### config.mk
export PLATFORM = sky130hd
export DESIGN_NAME = diag_irq_ctrl
export DESIGN_NICKNAME = d
export VERILOG_FILES = /design/src/rtl/diag_irq_pkg.sv /design/src/rtl/diag_sync.sv /design/src/rtl/diag_edge_det.sv /design/src/rtl/diag_irq_regs.sv /design/src/rtl/diag_irq_ctrl.sv
export SDC_FILE = /design/constraint.sdc
export NUM_CORES = 1
export LEC_CHECK = 0
export CAP_MARGIN = 20
export CORE_MARGIN = 2
export CORE_UTILIZATION = 53
export DETAILED_ROUTE_END_ITERATION = 16
export PLACE_DENSITY = 0.84
export SLEW_MARGIN = 5
export SYNTH_ARGS = -nofsm -noshare
export SYNTH_HDL_FRONTEND = slang
export SYNTH_SLANG_ARGS = --single-unit
### constraint.sdc
create_clock -name clk -period 1.9 [get_ports clk]
set_clock_uncertainty 0.1 [all_clocks]
set_input_delay 0.285 -clock clk [delete_from_list [all_inputs] [get_ports clk]]
set_output_delay 0.285 -clock clk [all_outputs]
set_load 0.02 [all_outputs]
### src/rtl/diag_irq_pkg.sv
// Package: shared register selector encoding for the diagnostic interrupt controller.
// Assumes a two-bit word address on the register port.
package diag_irq_pkg;

    typedef enum logic [1:0] {
        REG_LEVEL = 2'd0,
        REG_POL   = 2'd1,
        REG_PEND  = 2'd2,
        REG_ENA   = 2'd3
    } reg_sel_e;

endpackage

### src/rtl/diag_sync.sv
// Module: per-bit two-stage synchronizer for asynchronous level inputs.
// Assumes each input stays at a level long enough for the receiving clock to see it.
module diag_sync #(
    parameter int WIDTH = 11
) (
    input  logic             clk,
    input  logic             rst_n,
    input  logic [WIDTH-1:0] async_i,
    output logic [WIDTH-1:0] sync_o
);

    logic [WIDTH-1:0] meta_q;
    logic [WIDTH-1:0] stab_q;

    for (genvar i = 0; i < WIDTH; i++) begin : g_bit
        // Two flops per bit, cleared by the synchronous reset
        always_ff @(posedge clk) begin
            if (!rst_n) begin
                meta_q[i] <= 1'b0;
                stab_q[i] <= 1'b0;
            end else begin
                meta_q[i] <= async_i[i];
                stab_q[i] <= meta_q[i];
            end
        end
    end

    assign sync_o = stab_q;

endmodule

### src/rtl/diag_edge_det.sv
// Module: per-source edge detector with an optional polarity select.
// Sources below POL_SRC use their polarity bit (0 rising, 1 falling); the rest detect rising only.
// Assumes lvl_i is already synchronous. The event depends only on a level transition,
// so a change of polarity on a steady source produces no event.
module diag_edge_det #(
    parameter int NUM_SRC = 11,
    parameter int POL_SRC = 8
) (
    input  logic               clk,
    input  logic               rst_n,
    input  logic [NUM_SRC-1:0] lvl_i,
    input  logic [POL_SRC-1:0] pol_i,
    output logic [NUM_SRC-1:0] evt_o
);

    logic [NUM_SRC-1:0] prev_q;
    logic [NUM_SRC-1:0] rise;
    logic [NUM_SRC-1:0] fall;

    // Hold the previous synchronized level for comparison
    always_ff @(posedge clk) begin
        if (!rst_n) prev_q <= '0;
        else        prev_q <= lvl_i;
    end

    assign rise = lvl_i & ~prev_q;
    assign fall = ~lvl_i & prev_q;

    for (genvar i = 0; i < NUM_SRC; i++) begin : g_src
        if (i < POL_SRC) begin : g_sel
            assign evt_o[i] = pol_i[i] ? fall[i] : rise[i];
        end else begin : g_fixed
            assign evt_o[i] = rise[i];
        end
    end

endmodule

### src/rtl/diag_irq_regs.sv
// Module: polarity, pending and enable registers, the read mux and the registered interrupt.
// Assumes evt_i is a single-cycle event vector; a set from evt_i wins over a clear in the same cycle.
module diag_irq_regs
    import diag_irq_pkg::*;
#(
    parameter int NUM_SRC = 11,
    parameter int POL_SRC = 8,
    parameter int DATA_W  = 32
) (
    input  logic               clk,
    input  logic               rst_n,
    input  logic [1:0]         addr_i,
    input  logic               wen_i,
    input  logic [NUM_SRC-1:0] wdata_i,
    input  logic [NUM_SRC-1:0] lvl_i,
    input  logic [NUM_SRC-1:0] evt_i,
    output logic [POL_SRC-1:0] pol_o,
    output logic [NUM_SRC-1:0] pend_o,
    output logic [DATA_W-1:0]  rdata_o,
    output logic               irq_o
);

    logic [POL_SRC-1:0] pol_q;
    logic [NUM_SRC-1:0] pend_q;
    logic [NUM_SRC-1:0] ena_q;
    logic               irq_q;
    logic               wr_pol;
    logic               wr_pend;
    logic               wr_ena;
    logic [NUM_SRC-1:0] clr_bits;
    reg_sel_e           sel;

    assign sel      = reg_sel_e'(addr_i);
    assign wr_pol   = wen_i && (sel == REG_POL);
    assign wr_pend  = wen_i && (sel == REG_PEND);
    assign wr_ena   = wen_i && (sel == REG_ENA);
    assign clr_bits = wr_pend ? wdata_i : '0;

    // Polarity register, lower sources only
    always_ff @(posedge clk) begin
        if (!rst_n)      pol_q <= '0;
        else if (wr_pol) pol_q <= wdata_i[POL_SRC-1:0];
    end

    // Pending bits: write-one-to-clear, new event has priority
    always_ff @(posedge clk) begin
        if (!rst_n) pend_q <= '0;
        else        pend_q <= (pend_q & ~clr_bits) | evt_i;
    end

    // Enable register
    always_ff @(posedge clk) begin
        if (!rst_n)      ena_q <= '0;
        else if (wr_ena) ena_q <= wdata_i;
    end

    // Registered interrupt request
    always_ff @(posedge clk) begin
        if (!rst_n) irq_q <= 1'b0;
        else        irq_q <= |(pend_q & ena_q);
    end

    // Read mux, zero-extended fields
    always_comb begin
        rdata_o = '0;
        case (sel)
            REG_LEVEL: rdata_o[NUM_SRC-1:0] = lvl_i;
            REG_POL:   rdata_o[POL_SRC-1:0] = pol_q;
            REG_PEND:  rdata_o[NUM_SRC-1:0] = pend_q;
            REG_ENA:   rdata_o[NUM_SRC-1:0] = ena_q;
            default:   rdata_o = '0;
        endcase
    end

    assign pol_o  = pol_q;
    assign pend_o = pend_q;
    assign irq_o  = irq_q;

endmodule

### src/rtl/diag_irq_ctrl.sv
// Module: top of the diagnostic interrupt controller.
// Chains the synchronizer, the edge detector and the register bank.
// Assumes register port inputs are synchronous to clk; diag_in may be asynchronous.
module diag_irq_ctrl #(
    parameter int NUM_SRC = 11,
    parameter int POL_SRC = 8,
    parameter int DATA_W  = 32
) (
    input  logic               clk,
    input  logic               rst_n,
    input  logic [NUM_SRC-1:0] diag_in,
    input  logic [1:0]         reg_addr,
    input  logic               reg_wen,
    input  logic [NUM_SRC-1:0] reg_wdata,
    output logic [DATA_W-1:0]  reg_rdata,
    output logic               irq_o
);

    logic [NUM_SRC-1:0] lvl_sync;
    logic [NUM_SRC-1:0] edge_evt;
    logic [NUM_SRC-1:0] pend_bits;
    logic [POL_SRC-1:0] pol_bits;

    diag_sync #(.WIDTH(NUM_SRC)) u_sync (
        .clk     (clk),
        .rst_n   (rst_n),
        .async_i (diag_in),
        .sync_o  (lvl_sync)
    );

    diag_edge_det #(.NUM_SRC(NUM_SRC), .POL_SRC(POL_SRC)) u_edge (
        .clk   (clk),
        .rst_n (rst_n),
        .lvl_i (lvl_sync),
        .pol_i (pol_bits),
        .evt_o (edge_evt)
    );

    diag_irq_regs #(.NUM_SRC(NUM_SRC), .POL_SRC(POL_SRC), .DATA_W(DATA_W)) u_regs (
        .clk     (clk),
        .rst_n   (rst_n),
        .addr_i  (reg_addr),
        .wen_i   (reg_wen),
        .wdata_i (reg_wdata),
        .lvl_i   (lvl_sync),
        .evt_i   (edge_evt),
        .pol_o   (pol_bits),
        .pend_o  (pend_bits),
        .rdata_o (reg_rdata),
        .irq_o   (irq_o)
    );

endmodule

==> results by group <==
Outcome
  – Outcome: completed

Setup path
  – Kind of critical path: in2out
  – CP Max Fanout: 5
  – Worst Path Required: 1510 ps
  – WP data arrival: 1480 ps
  – Worst Setup End Kind: output pin
  – Element type at the critical path start: input pin

GRT
  – Congestion Overflow GR: 0
  – Global-route wire length before repair: 8730 µm
  – Initial antenna violation count: 0
  – GR Layer Usage met1: 26.0%
  – Routing usage on met2: 34.5%
  – GRT met3 Usage: 6.29%
  – Vias in the first global route: 1831
  – Largest net degree at the start of global routing: 22
  – Global-route usage over all layers: 21.7%
  – Global routing's busiest layer: met2

Clocking
  – Maximum clock path buffer count: 2
  – Htree depth: 3
  – Worst-skew pair later-pin latency: 330 ps
  – TritonCTS buffer count: 9
  – Setup bufs post-CTS: 0
  – Worst-path clk slew: roughly 60 ps
  – Clock sinks: 64
  – CTS tree: built
  – Clock root cell: clkbuf_8

Power and ir drop
  – Pwr/cell area: 881 nW/µm²
  – Pleak: around 1.4 nW
  – Peak VDD IR: 0.000503 V
  – Part of the power in the clock network: 39.6%
  – Combinational share of power: 10.9%
  – P_sw: 0.661 mW
  – Power share of the sequential group: 49.4%
  – Switching part of the total: 22.8%
  – P_int: 2.24 mW

Floorplanning
  – Core area: 4750 µm²
  – Die Y: 74.6 µm
  – Die area: 5570 µm²
  – # IOs: 60
  – Die width: approximately 75 µm
  – Num rows: 25
  – Initial core utilization: 55.6%

Final layout
  – Inserted Diodes: 0
  – Final #Nets: 327
  – Finished Cell Area: between 3000 and 4000 µm²
  – Multi-input gate area: around 1200 µm²
  – Area Growth Syn to Fin: 24.3%
  – Area occupied by registers: 1280 µm²
  – Share of post-route cells with drive strength above 1: 20.3%
  – # fillers: 372
  – Commonest non-fill, non-tap cell in the layout: dfxtp_1
  – Commonest cells after routing, fill and taps aside: 64 x dfxtp_1, 33 x and2_1, 25 x clkdlybuf4s50_1, 23 x nand2_1, 21 x conb_1
  – Final core area utilization: between 60 and 70%

Placement
  – Post-DP Area: 3060 µm²
  – DP HPWL: 3610 µm
  – Placer Congestion: roughly 0.73
  – I/O Buffers: 38

Routing
  – Final WL: 5210 µm
  – Post-detailed-route DRC marker count: 0
  – Wire length per cell: 14.0 µm
  – DRT iter0 DRCs: between 100 and 150
  – Pre-Repair DR Iteration Count: 4
  – DRT antenna net count: 0
  – Vias/cell: 4.99
  – Via count: 1856

Timing
  – Max-slew violation count: 0
  – Slew @ Worst Pin: about 520 ps
  – Rel. slew slack: between 60% and 70%
  – RSZ-0062 raised after global routing: no
  – Fmax: 0.537 GHz
  – Final setup violation count: 0
  – Final min period: roughly 1900 ps
  – Final Hold Vio Count: 0
  – Final worst path period share: 98.0%
  – Hold Slack: 333 ps

Synth
  – Synth cell types: 27
  – Seq cells post-synth: 64
  – Warnings, synthesis: 0
  – Cells after Synth: 250
  – Mapped cell area: 2650 µm²
  – Synthesized area per cell: around 11 µm²
  – Top post-synthesis cells by area: dfxtp_1 48%, and2_1 7.8%, buf_4 7.1%
  – Share of Yosys cell area claimed by the top area cell type: approximately 48%
  – Cell taking the most area after synthesis: dfxtp_1
  – Sequential-to-total area share from yosys stat: 48.4%

Flow run
  – Max-Cap Viols: 0

Min path
  – Min-Delay Path Class: reg2reg
[critical path, cell delays in order]
cell and delay [ps]:
clkdlybuf4s15_2 220, bufbuf_16 270, mux4_2 510, buf_2 180
[power by group through the flow]
stage | clock (mW) | sequential [mW] | combinational [mW]
finish | 1.15 | 1.43 | 0.317
floorplan | 0 | 1.45 | 0.225
detailed placement | 0 | 1.46 | 0.314
CTS | 1.18 | 1.43 | 0.318
global placement | 0 | 1.46 | 0.308
global route | 1.25 | 1.44 | 0.346
[routing by layer]
| layer | share of wire, % | up-vias |
|---|---|---|
| met4 | 2.6 | 0 |
| met1 | 42 | 860 |
| met5 | 0 | - |
| met2 | 51 | 58 |
| met3 | 5.1 | 14 |
| li1 | - | 924 |
[flip-flops by register name (all words and copies together), names as in the netlist]
register,flops
u_sync.sync_o,11
u_regs.ena_q,11
u_regs.irq_o,1
u_regs.pend_o,11
u_regs.pol_o,8
u_edge.prev_q,11
u_sync.meta_q,11
[timing repair]
item / 4_1_cts / 5_1_grt
hold buffers: 0 / 0
gates cloned: 1 / 0
setup endpoints to repair: 11 / 3
resized for setup: 36 / 3
[metrics by stage]
stage                     instances  worst slack [ps]  TNS [ps]  total power, mW
after floorplan                 270               413         0             1.67
final                           372              38.8         0             2.90
after CTS                       372              26.8         0             2.93
after detailed placement        355              -527     -7790             1.77
after global routing            372              10.1         0             3.03
after global placement          355              -521     -7130             1.76
[synthesized netlist by cell type, drive strengths merged]
master  instances
dfxtp          64
clkbuf          6
conb            1
mux4            8
a21oi          14
a31oi           9
nor2           10
nand3b          9
and3b           1
buf            29
mux2            3
or3b            7
nand2          23
a22o            5
nand3           1
a222oi          1
and2           33
inv             1
mux2i           8
and3            1
a21bo          11
nand2b          3
a221oi          2
[final timing paths]
kind                                  startpoint  slack, ps          endpoint  cells after the start
worst min-delay path            u_sync.meta_q[8]        330  u_sync.sync_o[8]                      1
worst max register to register  u_regs.pend_o[8]        590      u_regs.irq_o                      3
worst max-delay path                 reg_addr[1]         40      reg_rdata[3]                      4
worst min register to register  u_sync.meta_q[8]        330  u_sync.sync_o[8]                      1
[area by class of cell]
| cell class | count | share of cell area [%] |
|---|---|---|
| clock buffers | 13 | 4.83 |
| clock inverters | 3 | 1.22 |
| inverters | 1 | 0.114 |
| multi-input cells | 170 | 36.1 |
| flip-flops and latches | 64 | 39.0 |
| well taps | 67 | 2.55 |
| repair buffers | 54 | 16.2 |
[cell families (layout without fill, tap and decap cells)]
logic type             after synthesis  after routing  share of synthesized area (%)
AO/OA/AOI/OAI                       42             42                           11.9
buffers and inverters               36             71                           9.55
flip-flops                          64             64                           48.4
multiplexers                        19             19                           11.1
other                                1             21                          0.142
AND/OR/NAND/NOR                     88             88                           18.8
Note: power is estimated with default switching activity, not from simulation.
